## src/rtl/ea_pkg.sv

```systemverilog
// Shared types for the effective address generator.
// Assumes the address is twice the byte width.
package ea_pkg;
    typedef enum logic [2:0] {
        AM_NONE  = 3'd0,
        AM_DIR   = 3'd1,
        AM_IX0   = 3'd2,
        AM_IX8   = 3'd3,
        AM_IX16  = 3'd4,
        AM_EXT   = 3'd5
    } amode_t;
endpackage

```

## src/rtl/ea_mode_dec.sv

```systemverilog
// Mode decoder: maps the upper opcode nibble to an addressing mode,
// an extension byte count and an invalid flag. Purely combinational.
// Assumes the caller passes only the upper nibble.
module ea_mode_dec
    import ea_pkg::*;
(
    input  logic [3:0] nib,
    output amode_t     mode,
    output logic [1:0] nbytes,
    output logic       bad
);
    // Classify the nibble into a mode.
    always_comb begin
        unique case (nib)
            4'h0, 4'h1, 4'h3, 4'hB: mode = AM_DIR;
            4'h7, 4'hF:             mode = AM_IX0;
            4'h6, 4'hE:             mode = AM_IX8;
            4'hD:                   mode = AM_IX16;
            4'hC:                   mode = AM_EXT;
            default:                mode = AM_NONE;
        endcase
    end

    // Derive byte count and invalid flag from the mode.
    always_comb begin
        bad = 1'b0;
        unique case (mode)
            AM_DIR, AM_IX8:   nbytes = 2'd1;
            AM_IX16, AM_EXT:  nbytes = 2'd2;
            AM_IX0:           nbytes = 2'd0;
            default: begin
                nbytes = 2'd0;
                bad    = 1'b1;
            end
        endcase
    end
endmodule

```

## src/rtl/ea_addr_calc.sv

```systemverilog
// Address datapath: selects the base (index pair or stack pointer) and
// the offset for the decoded mode, and forms the address with a
// wrapping adder. Combinational; assumes AW == 2*DW.
module ea_addr_calc
    import ea_pkg::*;
#(
    parameter int DW = 8,
    localparam int AW = 2 * DW
) (
    input  amode_t          mode,
    input  logic            prefix_en,
    input  logic [DW-1:0]   ext_b0,
    input  logic [DW-1:0]   ext_b1,
    input  logic [AW-1:0]   idx_pair,
    input  logic [AW-1:0]   stk_ptr,
    output logic [AW-1:0]   ea
);
    logic [AW-1:0] base;
    logic [AW-1:0] ofs8;
    logic [AW-1:0] ofs16;
    logic [AW-1:0] sum;

    // Base pick: the prefix moves offset modes onto the stack pointer.
    always_comb base = prefix_en ? stk_ptr : idx_pair;

    // Offset operands in both widths.
    always_comb begin
        ofs8  = {{DW{1'b0}}, ext_b0};
        ofs16 = {ext_b0, ext_b1};
    end

    // Single shared adder; carry out of the top bit is dropped.
    always_comb sum = base + ((mode == AM_IX16) ? ofs16 : ofs8);

    // Final address mux per mode.
    always_comb begin
        unique case (mode)
            AM_DIR:           ea = ofs8;
            AM_IX0:           ea = idx_pair;
            AM_IX8, AM_IX16:  ea = sum;
            AM_EXT:           ea = ofs16;
            default:          ea = '0;
        endcase
    end
endmodule

```

## src/rtl/ea_out_reg.sv

```systemverilog
// Output stage: loads a new result on the strobe and holds it
// otherwise; synchronous active-low reset clears every field.
module ea_out_reg #(
    parameter int AW = 16,
    parameter int CW = 2
) (
    input  logic          clk,
    input  logic          rst_n,
    input  logic          load,
    input  logic [AW-1:0] ea_d,
    input  logic [CW-1:0] cnt_d,
    input  logic          bad_d,
    output logic [AW-1:0] ea_q,
    output logic [CW-1:0] cnt_q,
    output logic          bad_q
);
    // Capture or hold the result register.
    always_ff @(posedge clk) begin
        if (!rst_n) begin
            ea_q  <= '0;
            cnt_q <= '0;
            bad_q <= 1'b0;
        end else if (load) begin
            ea_q  <= ea_d;
            cnt_q <= cnt_d;
            bad_q <= bad_d;
        end
    end
endmodule

```

## src/rtl/idx_ea_unit.sv

```systemverilog
// Top of the effective address generator: decodes the upper opcode
// nibble, forms the address, and registers it on in_valid.
// Assumes the extension bytes are presented together with the opcode.
module idx_ea_unit
    import ea_pkg::*;
#(
    parameter int DW = 8,
    localparam int AW = 2 * DW,
    localparam int CW = 2
) (
    input  logic          clk,
    input  logic          rst_n,
    input  logic          in_valid,
    input  logic [7:0]    opcode,
    input  logic          prefix_en,
    input  logic [DW-1:0] ext_b0,
    input  logic [DW-1:0] ext_b1,
    input  logic [AW-1:0] idx_pair,
    input  logic [AW-1:0] stk_ptr,
    output logic [AW-1:0] ea_out,
    output logic [CW-1:0] ext_cnt,
    output logic          mode_bad
);
    amode_t        mode;
    logic [CW-1:0] nbytes;
    logic          bad;
    logic [AW-1:0] ea_c;

    ea_mode_dec u_dec (
        .nib    (opcode[7:4]),
        .mode   (mode),
        .nbytes (nbytes),
        .bad    (bad)
    );

    ea_addr_calc #(.DW(DW)) u_calc (
        .mode      (mode),
        .prefix_en (prefix_en),
        .ext_b0    (ext_b0),
        .ext_b1    (ext_b1),
        .idx_pair  (idx_pair),
        .stk_ptr   (stk_ptr),
        .ea        (ea_c)
    );

    ea_out_reg #(.AW(AW), .CW(CW)) u_reg (
        .clk   (clk),
        .rst_n (rst_n),
        .load  (in_valid),
        .ea_d  (ea_c),
        .cnt_d (nbytes),
        .bad_d (bad),
        .ea_q  (ea_out),
        .cnt_q (ext_cnt),
        .bad_q (mode_bad)
    );
endmodule

```

## config.mk

```make
export PLATFORM = sky130hd
export DESIGN_NAME = idx_ea_unit
export DESIGN_NICKNAME = d
export VERILOG_FILES = /design/src/rtl/ea_pkg.sv /design/src/rtl/ea_mode_dec.sv /design/src/rtl/ea_addr_calc.sv /design/src/rtl/ea_out_reg.sv /design/src/rtl/idx_ea_unit.sv
export SDC_FILE = /design/constraint.sdc
export NUM_CORES = 1
export LEC_CHECK = 0
export BUFFER_PORTS_ARGS = -buffer_cell sky130_fd_sc_hd__buf_2
export CAP_MARGIN = 30
export CELL_PAD_IN_SITES_DETAIL_PLACEMENT = 0
export CELL_PAD_IN_SITES_GLOBAL_PLACEMENT = 1
export CORE_MARGIN = 1
export CORE_UTILIZATION = 33
export CTS_BUF_LIST = sky130_fd_sc_hd__clkbuf_8
export DETAILED_ROUTE_END_ITERATION = 6
export GPL_TIMING_DRIVEN = 0
export PLACE_DENSITY = 0.81
export SLEW_MARGIN = 15
export SYNTH_ARGS = -nofsm -noshare
export SYNTH_HDL_FRONTEND = slang
export SYNTH_SLANG_ARGS = --single-unit
```

## constraint.sdc

```tcl
create_clock -name clk -period 3.1 [get_ports clk]
set_clock_uncertainty 0.1 [all_clocks]
set_input_delay 0.465 -clock clk [delete_from_list [all_inputs] [get_ports clk]]
set_output_delay 0.465 -clock clk [all_outputs]
set_load 0.05 [all_outputs]
```

======== Word level (Yosys, flattened, before mapping) ========
Memory sizes are Yosys's and may differ from the RTL's.
Index checks and enable logic that the tools add are counted.
operators by class
  reduce and logical (&&, ||, !) cells .... 4
  divide/modulo/power cells ............... 0
  $mul .................................... 0
  eq/ne operators ......................... 5
  muxes and demuxes ....................... 5
  add/sub/neg operators ................... 1
  shift-type cells ........................ 0
  $lt $le $gt $ge ......................... 0
  bitwise operators ....................... 0
operator list
  cell                count
  $pmux 16 s4         1
  $mux 16             2
  $add 16x16->16      1
  $eq 3x2->1 const B  2
  $eq 3x3->1 const B  2
  $reduce_or 2->1     3
  $reduce_or 5->1     1
  $pmux 2 s2          1
  $eq 3x1->1 const B  1
  $mux 1              1
storage, ports and cells
  latch bits .............................. 0
  output and inout bits ................... 19
  bits in read-only memories .............. 48
  bits in writable memories ............... 0
  register bits ........................... 19
  memories ................................ 1
memory list
  name             depth  bits a word  rd ports  clocked after memory_dff  write ports  RTL line           source
  (no name shown)  16     3            1         0                         0            ea_mode_dec.sv:14  unique case (nib)

======== Depth between registers and ports, before layout ========
Gate-level depths: netlist of the first run.
An unclocked memory read counts as a cell.
  depth in word-level cells ............... 5
  depth in mapped cells ................... 12

======== Modules after synthesis ========
Synthesis of the first run repeated with hierarchy kept, for this count alone.
second synthesis, totals
  cells, all modules ...................... 272
  area, all modules ....................... 2284.7 sq um
by module, submodules not included
  module        area an instance (sq um)  cells each  seq. area each (sq um)  instances
  ea_addr_calc  1478.9                    200         0.0                     1
  ea_out_reg    724.4                     60          380.4                   1
  ea_mode_dec   81.3                      12          0.0                     1

======== Worst setup path before layout of the first run ========
No wires, ideal clock.
  path type ............................... in2reg
  from .................................... in opcode[7]
  to ...................................... reg u_reg.ea_q[12]
  path buffers ............................ 1
  library setup time ...................... 0.117 ns
  stages on the path ...................... 12
  data arrival time ....................... 2.992 ns
  setup slack ............................. -0.109 ns
  path through ............................ nor2b_4 and3_1 buf_2 mux2_2 ha_1 fa_1 a21o_1 a221oi_2 o21ba_2 o21ai_2 xor2_1 a22o_1
between the ends
  word-level cells in the longest chain between the ends .. 5
RTL lines
  what                  RTL line                                source
  start, declared       idx_ea_unit.sv:14                       input logic [7:0] opcode,
  $mem_v2 16x3 *        n/a
  $eq 3x3->1            ea_addr_calc.sv:33, ea_addr_calc.sv:37
  $mux 16               ea_addr_calc.sv:33                      always_comb sum = base + ((mode == AM_IX16) ? ofs16 : ofs8);
  $add 16x16->16        ea_addr_calc.sv:33
  $pmux 16 s4 *         ea_addr_calc.sv:37                      unique case (mode)
  end signal, assigned  ea_out_reg.sv:20                        ea_q <= '0;
  end signal, assigned  ea_out_reg.sv:24                        ea_q <= ea_d;
  end, declared         ea_out_reg.sv:13                        output logic [AW-1:0] ea_q,
Mark *: on every way between the ends. The rest lies on a longest branch, timed or not.
A chain may end at the register's enable or synchronous reset.

======== Worst setup path after layout of the first run ========
  from .................................... in opcode[5]
  to ...................................... reg u_reg.ea_q[12]
The elaborated chain is that of the path after synthesis.

==> results.yml, run 1 <==
run_status:
  status: "complete, no violations"
clock_tree:
  numCtsBuffers: 3
  cts_hold_repair.buffers: 0
  clk-insertion-delay-late_ps: 270
  clock_tree.buffer_depth: 2
  clock_tree.htree_level_count: 1
  cts.clk_slew.worst_paths_ps: 80
  cts.sinks: 19
  clock_tree.root_cell: "sky130_fd_sc_hd__clkbuf_8"
  cts_tree: "built"
global_route:
  via_count_of_the_first_global_routing_pass: 2460
  grt_max_degree: 12
  globalRouteOverflowTotal: 0
  groute.layer.met1.usage: 0.272
  grt_use_total: 0.220
  grtUsageMet2: 0.385
  globalRouteMet3Util: 0.0447
  global_route_wire_length_before_repair_um: 12200
  most_used_layer_global_route: "met2"
  antenna_found_initial: 0
worst_setup_path:
  cp_top_family: "compound AO/OA/AOI/OAI gates"
  worstRegToRegCells: 4
  cp_num_buf_inv: 1
  worst_path_largest_cell_delay_ps: 350
  worst_ep_required_time_ps: 3170
  endpoint_kind: "register"
  reg2reg_setup_slack_ps: 1850
  worstPathMaxFanout: 7
  arrival_ps: 3060
  critical-path-slowest-cell: "sky130_fd_sc_hd__mux2_2"
  crit_path_depth: 12
  timing.critical_path.from_type: "input pin"
  critical_path_cell_sequence: "buf_2 > nor2b_4 > and3_4 > mux2_2 > ha_2 > fa_2 > a21o_1 > a221oi_4 > o21ba_4 > o21ai_2 > xor2_1 > a22o_1"
  criticalPathCategory: "input pin to register"
sta:
  setup_repair_after_global_routing_missed_its_margin: "false"
  timing.slew.headroom: 0.605
  finalHoldWorstSlack_ps: 382
  layout_min_cycle_time_ps: 3000
  post-route-period-util: 0.967
  timing_max_transition_violations_final: 0
  setup_viol: 0
  maxClockFrequency_mhz: 334
  timing_worst_slew_pin_value_ps: 591
  timing.final.hold_violations: 0
  tns_ps: 0
power:
  combinationalPowerShare: 0.475
  vdd_ir_drop_max_v: 0.000203
  areal_power_density_over_the_cells_mw_per_mm2: 305
  net-switching-power_mw: 0.338
  clkPwrFrac: 0.220
  power.share.switching: 0.397
  cellInternalPower_mw: 0.513
  power_frac_seq: 0.305
  leakage_nw: 1.22
layout:
  final_core_util: 0.437
  fillCellCount: 690
  syn_to_final_growth_pct: 27.9
  antennaDiodeCount: 0
  nets: 435
  final_cell_area_mm2: 0.00279
  final_layout_size_suffix_gt1_frac: 0.369
logic_synthesis:
  ys.warnings.count: 0
  synth_seq_cells: 19
  yosys_most_used_dff: "sky130_fd_sc_hd__dfxtp_1"
  ys_top_cells_by_count: "sky130_fd_sc_hd__nand2_1, sky130_fd_sc_hd__a21oi_1, sky130_fd_sc_hd__mux2_2, sky130_fd_sc_hd__o21ai_0, sky130_fd_sc_hd__dfxtp_1"
  ys_async_sr_fraction: 0
  synth.top_cell.area_share: 0.174
  synth.yosys.seq_area_share: 0.174
  synth_enable_flop_cells: 0
  synthTopCellsByArea: "sky130_fd_sc_hd__dfxtp_1, sky130_fd_sc_hd__mux2_2, sky130_fd_sc_hd__ha_1, sky130_fd_sc_hd__nand2_1, sky130_fd_sc_hd__a21oi_1"
  syn-instance-count: 277
  synth.avg_cell_area_um2: 7.88
  mappedNetlistNets: 353
  synthMostInstantiatedCell: "sky130_fd_sc_hd__nand2_1"
  syn-cell-area_mm2: 0.00218
  synth_top_cell_by_area: "sky130_fd_sc_hd__dfxtp_1"
  synth_cell_type_count: 53
drt:
  vias: 2392
  final_antenna_net_count: 0
  wl_um: 7460
  first_pass_iters: 4
  viasPerCell: 5.50
  drcViolationCount: 0
  initialDrtViolationCount: 153
  wl_per_cell_um: 17.2
floorplan:
  boundaryPins: 79
  die_y_um: 83.3
  die_width_um: 83.3
  start_util: 0.342
  placeable_area_mm2: 0.00639
  floorplan.die_area_mm2: 0.00695
  rows: 29
place:
  dp.final_hpwl_um: 5870
  place.gp.congestion: 0.936
  buffer_ports.inserted: 72
  placedInstanceArea_mm2: 0.00267
hold_path:
  holdPathStages: 2
  worst_min_delay_path_category: "register to register"
run:
  timing.max_cap.violations: 0
[path summary, 6_finish.rpt]
check	startpoint	endpoint
max	opcode[5]	u_reg.ea_q[12]
min	u_reg.cnt_q[1]	u_reg.cnt_q[1]
max reg2reg	u_reg.ea_q[7]	u_reg.ea_q[7]
min reg2reg	u_reg.cnt_q[1]	u_reg.cnt_q[1]
[sequential cells by signal, indices dropped and copies added (netlist names)]
register     cells
u_reg.ea_q      16
u_reg.bad_q      1
u_reg.cnt_q      2
[metrics by stage]
| stage | power, mW | setup slack (ps) | std cells |
|---|---|---|---|
| global route | 0.899 | 6.66 | 435 |
| detailed placement | 0.649 | -471 | 426 |
| floorplan | 0.534 | 3.81 | 277 |
| finish | 0.852 | 104 | 435 |
| CTS | 0.846 | 5.13 | 432 |
| global placement | 0.646 | -461 | 426 |
[power by group through the flow]
stage / registers (mW) / clock network, mW / logic, mW
5_1_grt: 0.262 / 0.196 / 0.441
6_report: 0.260 / 0.187 / 0.404
4_1_cts: 0.260 / 0.192 / 0.394
2_1_floorplan: 0.303 / 0 / 0.230
3_3_place_gp: 0.266 / 0 / 0.380
3_5_place_dp: 0.266 / 0 / 0.383
[metal layers]
metal / wire length (um) / up-vias
met3: 493 / 10
met1: 3290 / 1111
met5: 0 / -
met2: 3580 / 83
li1: - / 1188
met4: 102 / 0
[worst min-delay path, delay by kind of cell (launching register included)]
family | cells | cell delay (ps)
flops | 1 | 310
compound gates | 1 | 70
simple gates | 1 | 60
[kinds of logic (layout without fill, tap and decap cells)]
| group | Yosys count | after routing | share of synthesized area |
|---|---|---|---|
| AOI/OAI and AO/OA | 96 | 96 | 0.298 |
| xor gates and xnor gates | 14 | 14 | 0.0562 |
| adders and majority gates | 16 | 16 | 0.0951 |
| buffers and inverters | 16 | 97 | 0.0367 |
| DFF | 19 | 19 | 0.174 |
| muxes | 24 | 24 | 0.123 |
| and+or+nand+nor | 92 | 92 | 0.217 |
[area by class of cell]
type	instances	area, um2	area share
Buffer	14	80.1	0.0287
Clock inverter	1	5.00	0.00179
Timing Repair Buffer	78	405	0.145
Sequential cell	19	380	0.136
Multi-Input combinational cell	242	1780	0.637
Clock buffer	3	41.3	0.0148
Inverter	1	3.75	0.00134
Tap cell	77	96.3	0.0345
[timing repair]
item                                   in CTS  in global routing
endpoints found under the hold margin       0                  0
pin swaps                                   2                  6
resized for setup                           5                  3
setup endpoints to repair                   8                  8
setup buffers                               2                  4
[layout by cell type, fill, tap and decap left out, types with 3 or more instances in the layout]
| cell | synthesis | routed |
|---|---|---|
| sky130_fd_sc_hd__xnor2_1 | 6 | 6 |
| sky130_fd_sc_hd__mux2_2 | 23 | 23 |
| sky130_fd_sc_hd__and3_1 | 5 | 4 |
| sky130_fd_sc_hd__a221oi_1 | 6 | 6 |
| sky130_fd_sc_hd__buf_4 | 0 | 6 |
| sky130_fd_sc_hd__a22oi_1 | 4 | 4 |
| sky130_fd_sc_hd__o2bb2ai_1 | 4 | 4 |
| sky130_fd_sc_hd__o21ai_0 | 23 | 23 |
| sky130_fd_sc_hd__clkbuf_1 | 5 | 4 |
| sky130_fd_sc_hd__clkbuf_8 | 0 | 3 |
| sky130_fd_sc_hd__o21a_1 | 5 | 5 |
| sky130_fd_sc_hd__dfxtp_1 | 19 | 19 |
| sky130_fd_sc_hd__a21o_1 | 3 | 3 |
| sky130_fd_sc_hd__a22o_1 | 3 | 3 |
| sky130_fd_sc_hd__a221o_1 | 3 | 3 |
| sky130_fd_sc_hd__a21oi_1 | 26 | 25 |
| sky130_fd_sc_hd__and2_1 | 10 | 10 |
| sky130_fd_sc_hd__xor2_1 | 8 | 8 |
| sky130_fd_sc_hd__nand2_1 | 37 | 37 |
| sky130_fd_sc_hd__nor3_1 | 3 | 3 |
| sky130_fd_sc_hd__ha_1 | 15 | 13 |
| sky130_fd_sc_hd__nand3_1 | 3 | 3 |
| sky130_fd_sc_hd__nor2b_1 | 12 | 12 |
| sky130_fd_sc_hd__nor2_1 | 13 | 13 |
| sky130_fd_sc_hd__buf_2 | 6 | 77 |
Note: power is estimated with default switching activity, not from simulation.
==> inputs of run 2 (changes only) <==
--- a/config.mk
+++ b/config.mk
@@ -13,7 +13,6 @@
 export CORE_UTILIZATION = 33
 export CTS_BUF_LIST = sky130_fd_sc_hd__clkbuf_8
 export DETAILED_ROUTE_END_ITERATION = 6
-export GPL_TIMING_DRIVEN = 0
 export PLACE_DENSITY = 0.81
 export SLEW_MARGIN = 15
 export SYNTH_ARGS = -nofsm -noshare
==> run 2 against run 1 <==
Combinational power up 3%. Sequential cell count unchanged. Largest power group unchanged. Critical endpoint is now u_reg.ea_q[4]. Via count up 1.3%.
==> results.yml, run 2 (synthesis gave the netlist of run 1 again) <==
run_status:
  status: "complete, no violations"
clock_tree:
  post_cts_resized: 0
  cts_tree: "built"
  clk-insertion-delay-late_ps: 260
  cts.sinks: 19
  numCtsBuffers: 3
  cts_setup_buffers: 0
  clock_tree.htree_level_count: 1
  cts_hold_repair.buffers: 0
  cts.clk_slew.worst_paths_ps: 80
  clock_tree.buffer_depth: 2
  clock_tree.root_cell: "sky130_fd_sc_hd__clkbuf_8"
drt:
  vias: 2423
  viasPerCell: 5.51
  first_pass_iters: 4
  wl_um: 7210
  wl_per_cell_um: 16.4
  final_antenna_net_count: 0
  drcViolationCount: 0
  initialDrtViolationCount: 110
layout:
  fin_cells: 440
  syn_to_final_growth_pct: 29.7
  final_layout_size_suffix_gt1_frac: 0.388
  antennaDiodeCount: 0
  largestRegisters: "u_reg.ea_q: 16 flops, u_reg.cnt_q: 2 flops, u_reg.bad_q: 1 flops"
  largest_register: "u_reg.ea_q"
  most_common_library_cell_in_the_layout_ignoring_fill_and_taps: "sky130_fd_sc_hd__buf_2"
  fillCellCount: 675
  layout.cells.most_common_list: "sky130_fd_sc_hd__buf_2, sky130_fd_sc_hd__nand2_1, sky130_fd_sc_hd__a21oi_1"
  largest_register_ffs: 16
  final_cell_area_mm2: 0.00283
  nets: 440
sta:
  timing.final.hold_violations: 0
  setup_repair_after_global_routing_missed_its_margin: "false"
  timing_max_transition_violations_final: 0
  setup_viol: 0
  post-route-period-util: 0.957
  timing_worst_slew_pin_value_ps: 594
  maxClockFrequency_mhz: 337
  timing.slew.headroom: 0.601
  layout_min_cycle_time_ps: 2970
hold_path:
  holdCritStartpoint: "u_reg.cnt_q[1]"
  worst_min_delay_path_category: "register to register"
  holdPathStages: 2
  min_delay_worst_endpoint: "u_reg.cnt_q[1]"
global_route:
  globalRouteOverflowTotal: 0
  antenna_found_initial: 0
  via_count_of_the_first_global_routing_pass: 2410
  grt_use_total: 0.213
  grt_max_degree: 22
  global_route_wire_length_before_repair_um: 11900
worst_setup_path:
  arrival_ps: 3030
  critical_path_cell_sequence: "buf_2 > nor2b_4 > and3_4 > mux2_2 > ha_2 > fa_2 > a21o_1 > a21oi_1 > xnor2_1 > a222oi_1 > buf_4 > o2bb2ai_1 > and2_1"
  worstPathMaxFanout: 5
  critical-path-slowest-cell: "sky130_fd_sc_hd__mux2_2"
  regToRegEndpoint: "u_reg.ea_q[7]"
  timing.critical_path.from_type: "input pin"
  reg2reg_setup_slack_ps: 1860
  criticalPathCategory: "input pin to register"
  worstRegToRegCells: 4
  worst_ep_required_time_ps: 3160
  worstReg2RegStart: "u_reg.ea_q[7]"
  endpoint_kind: "register"
  worst_path_largest_cell_delay_ps: 350
floorplan:
  die_width_um: 83.3
  floorplan.die_area_mm2: 0.00695
  boundaryPins: 79
  die_y_um: 83.3
  rows: 29
  placeable_area_mm2: 0.00639
  start_util: 0.342
power:
  leakage_nw: 1.26
  power.share.switching: 0.384
  combinationalPowerShare: 0.484
  power_frac_seq: 0.302
  vdd_ir_drop_max_v: 0.000148
  clkPwrFrac: 0.213
  net-switching-power_mw: 0.330
  design_power_total_mw: 0.859
  cellInternalPower_mw: 0.529
  areal_power_density_over_the_cells_mw_per_mm2: 303
place:
  dp.final_hpwl_um: 5780
  dp.cells: 436
  placedInstanceArea_mm2: 0.00278
  place.gp.congestion: 0.942
  buffer_ports.inserted: 74
run:
  timing.max_cap.violations: 0
run 2: cell type report:
cell class	instances	area (um2)	area share
clock inverters	1	5.00	0.00177
inverters	1	3.75	0.00133
flip-flops and latches	19	380	0.134
repair buffers	97	556	0.196
well taps	77	96.3	0.0340
multi-input cells	242	1750	0.618
clock buffers	3	41.3	0.0146
run 2: critical path, delay by kind of cell:
kind            cells  cell delay, ps
compound gates      4             790
simple gates        3             500
fa+ha+maj           2             540
mux                 1             350
buf+inv             2             290
xor+xnor            1              80
run 2: worst max path at each step:
stage	startpoint	endpoint	slack, ps	depth (start not counted)
after CTS	opcode[5]	u_reg.ea_q[4]	140	13
after global routing	opcode[5]	u_reg.ea_q[4]	6	13
after floorplan	opcode[7]	u_reg.ea_q[12]	4	12
after global placement	opcode[5]	u_reg.ea_q[8]	-100	13
after detailed placement	opcode[5]	u_reg.ea_q[4]	-130	13
final	opcode[5]	u_reg.ea_q[4]	130	13
run 2: power groups by stage:
stage | Sequential (mW) | Combinational (mW) | Clock (mW)
3_5_place_dp | 0.266 | 0.414 | 0
4_1_cts | 0.260 | 0.416 | 0.188
5_1_grt | 0.261 | 0.457 | 0.199
2_1_floorplan | 0.303 | 0.230 | 0
6_report | 0.260 | 0.416 | 0.183
3_3_place_gp | 0.266 | 0.411 | 0
run 2: metal layers:
layer  global-route usage  up-vias  share of wire
li1                     -     1201              -
met1                0.270     1127           0.46
met2                0.364       83           0.47
met3               0.0378       12          0.054
met4               0.0690        0          0.020
met5                    0        -              0
run 2: through the flow:
| stage | TNS [ps] | worst slack (ps) | hold slack, ps | util |
|---|---|---|---|---|
| 2_1_floorplan | 0 | 3.81 | 533 | - |
| 3_3_place_gp | -550 | -105 | 367 | 0.436 |
| 3_5_place_dp | -662 | -132 | 379 | 0.436 |
| 4_1_cts | 0 | 137 | 391 | 0.443 |
| 5_1_grt | 0 | 6.09 | 419 | 0.444 |
| 6_report | 0 | 133 | 386 | 0.444 |
==> inputs of run 3 (changes only) <==
==> constraint.sdc (replaced) <==
create_clock -name clk -period 3.1 [get_ports clk]
set_clock_uncertainty 0.1 [all_clocks]
set_input_delay 0.775 -clock clk [delete_from_list [all_inputs] [get_ports clk]]
set_output_delay 0.775 -clock clk [all_outputs]
set_load 0.05 [all_outputs]
==> run 3 against run 2 <==
The flow now finishes with violations (setup timing). Clock power is 5% lower. Setup slack worse by 220 ps. Worst hold slack worse by 5.1 ps. Register-to-register slack got worse by 20 ps. First-iteration DRC count grew 62%. Sequential cell count did not move. Wire length grew 7.8%. Sequential power barely moved. Die area is the same.
==> results.yml, run 3 (synthesis gave the netlist of run 1 again) <==
power:
  power_frac_seq: 0.275
  cellInternalPower_mw: 0.589
  vdd_ir_drop_max_v: 0.000196
  combinationalPowerShare: 0.543
  design_power_total_mw: 0.949
  leakage_nw: 1.45
  net-switching-power_mw: 0.360
  areal_power_density_over_the_cells_mw_per_mm2: 290
  clkPwrFrac: 0.182
  power.share.switching: 0.380
worst_setup_path:
  critical_path_cell_sequence: "buf_6 > nor2b_4 > and3_4 > mux2_4 > ha_4 > fa_2 > a21o_1 > a221oi_4 > or3_1 > nand3_2 > xor2_2 > a22o_1"
  endpoint_kind: "register"
  criticalPathCategory: "input pin to register"
  critical-path-slowest-cell: "sky130_fd_sc_hd__a221oi_4"
  arrival_ps: 3230
  timing.critical_path.from_type: "input pin"
  worst_path_largest_cell_delay_ps: 360
  worst_ep_required_time_ps: 3150
  reg2reg_setup_slack_ps: 1840
  worstPathMaxFanout: 5
place:
  dp.final_hpwl_um: 5970
  placedInstanceArea_mm2: 0.00299
  buffer_ports.inserted: 74
  place.gp.congestion: 0.823
layout:
  nets: 469
  largestRegisters: "u_reg.ea_q: 16 flops, u_reg.cnt_q: 2 flops, u_reg.bad_q: 1 flops"
  final_layout_size_suffix_gt1_frac: 0.492
  most_common_library_cell_in_the_layout_ignoring_fill_and_taps: "sky130_fd_sc_hd__buf_2"
  layout.cells.most_common_list: "sky130_fd_sc_hd__buf_2, sky130_fd_sc_hd__buf_4, sky130_fd_sc_hd__nand2_1"
  largest_register: "u_reg.ea_q"
  largest_register_ffs: 16
  syn_to_final_growth_pct: 49.8
  final_cell_area_mm2: 0.00327
  antennaDiodeCount: 0
global_route:
  globalRouteOverflowTotal: 0
  grt_use_total: 0.224
  grt_max_degree: 22
  via_count_of_the_first_global_routing_pass: 2521
  antenna_found_initial: 0
  global_route_wire_length_before_repair_um: 12400
sta:
  timing_max_transition_violations_final: 0
  post-route-worst-setup-slack_ps: -82.0
  setup_viol: 5
  timing_worst_slew_pin_value_ps: 527
  post-route-period-util: 1.03
  maxClockFrequency_mhz: 314
  setup_repair_after_global_routing_missed_its_margin: "true"
  layout_min_cycle_time_ps: 3180
  finalHoldWorstSlack_ps: 381
  timing.slew.headroom: 0.649
  timing.final.hold_violations: 0
drt:
  topRoutingLayerUsed: "met4"
  wl_um: 7770
  detailroute.wirelength.met3_um: 588
  final_antenna_net_count: 0
  initialDrtViolationCount: 178
  vias: 2568
  viasPerCell: 5.48
  wl_per_cell_um: 16.6
  drcViolationCount: 0
  wl_met1_um: 3280
  first_pass_iters: 4
  wl_met2_um: 3830
clock_tree:
  cts_tree: "built"
  cts.sinks: 19
  clock_tree.htree_level_count: 1
  clock_tree.buffer_depth: 2
  numCtsBuffers: 3
  cts_hold_repair.buffers: 0
  clock_tree.root_cell: "sky130_fd_sc_hd__clkbuf_8"
  clk-insertion-delay-late_ps: 260
  cts.clk_slew.worst_paths_ps: 70
floorplan:
  die_y_um: 83.3
  placeable_area_mm2: 0.00639
  start_util: 0.342
  rows: 29
  boundaryPins: 79
  floorplan.die_area_mm2: 0.00695
  die_width_um: 83.3
run_status:
  failed_checks: "setup timing"
  status: "finished with violations"
run:
  timing.max_cap.violations: 0
hold_path:
  worst_min_delay_path_category: "register to register"
[run 3: stage by stage]
stage	instances	setup TNS, ps	setup WS, ps	util
global route	469	-925	-172	0.512
detailed placement	459	-3900	-463	0.469
CTS	465	-199	-80.6	0.494
finish	469	-238	-82.0	0.512
global placement	459	-3350	-416	0.469
floorplan	277	-1060	-253	-
[run 3: critical path, delay by kind of cell]
family	cells	cell delay [ps]
AO/OA/AOI/OAI	3	760
AND/OR/NAND/NOR	4	620
adder cells (fa/ha/maj)	2	510
multiplexers	1	320
XOR/XNOR	1	170
buffers and inverters	1	70
[run 3: power groups by stage]
| stage | clock network [mW] | logic, mW | registers [mW] |
|---|---|---|---|
| 3_5_place_dp | 0 | 0.456 | 0.266 |
| 4_1_cts | 0.176 | 0.486 | 0.261 |
| 5_1_grt | 0.185 | 0.559 | 0.262 |
| 2_1_floorplan | 0 | 0.239 | 0.303 |
| 6_report | 0.173 | 0.515 | 0.261 |
| 3_3_place_gp | 0 | 0.450 | 0.266 |
[run 3: path summary, 6_finish.rpt]
path                   from  cells past startpoint             end
max               opcode[7]                     12  u_reg.ea_q[14]
min          u_reg.cnt_q[1]                      2  u_reg.cnt_q[1]
max reg2reg   u_reg.ea_q[7]                      4   u_reg.ea_q[7]
min reg2reg  u_reg.cnt_q[1]                      2  u_reg.cnt_q[1]
[run 3: final cells by class]
| cell class | instances | area, um2 |
|---|---|---|
| repair buffers | 126 | 790 |
| inverters | 1 | 3.75 |
| well taps | 77 | 96.3 |
| clock inverters | 1 | 3.75 |
| fillers | 633 | 3120 |
| multi-input cells | 242 | 1960 |
| flip-flops and latches | 19 | 380 |
| clock buffers | 3 | 41.3 |
[run 3: what timing repair did]
item / CTS / global route
buffers inserted: 2 / 4
endpoints found under the hold margin: 0 / 0
gates resized for setup: 13 / 17
setup endpoints to repair: 9 / 11
pin swaps: 13 / 12
[run 3: per-layer routing]
layer	GRT usage	up-vias
met5	0	-
met4	0.0455	0
met2	0.391	112
met3	0.0278	8
li1	-	1254
met1	0.296	1194
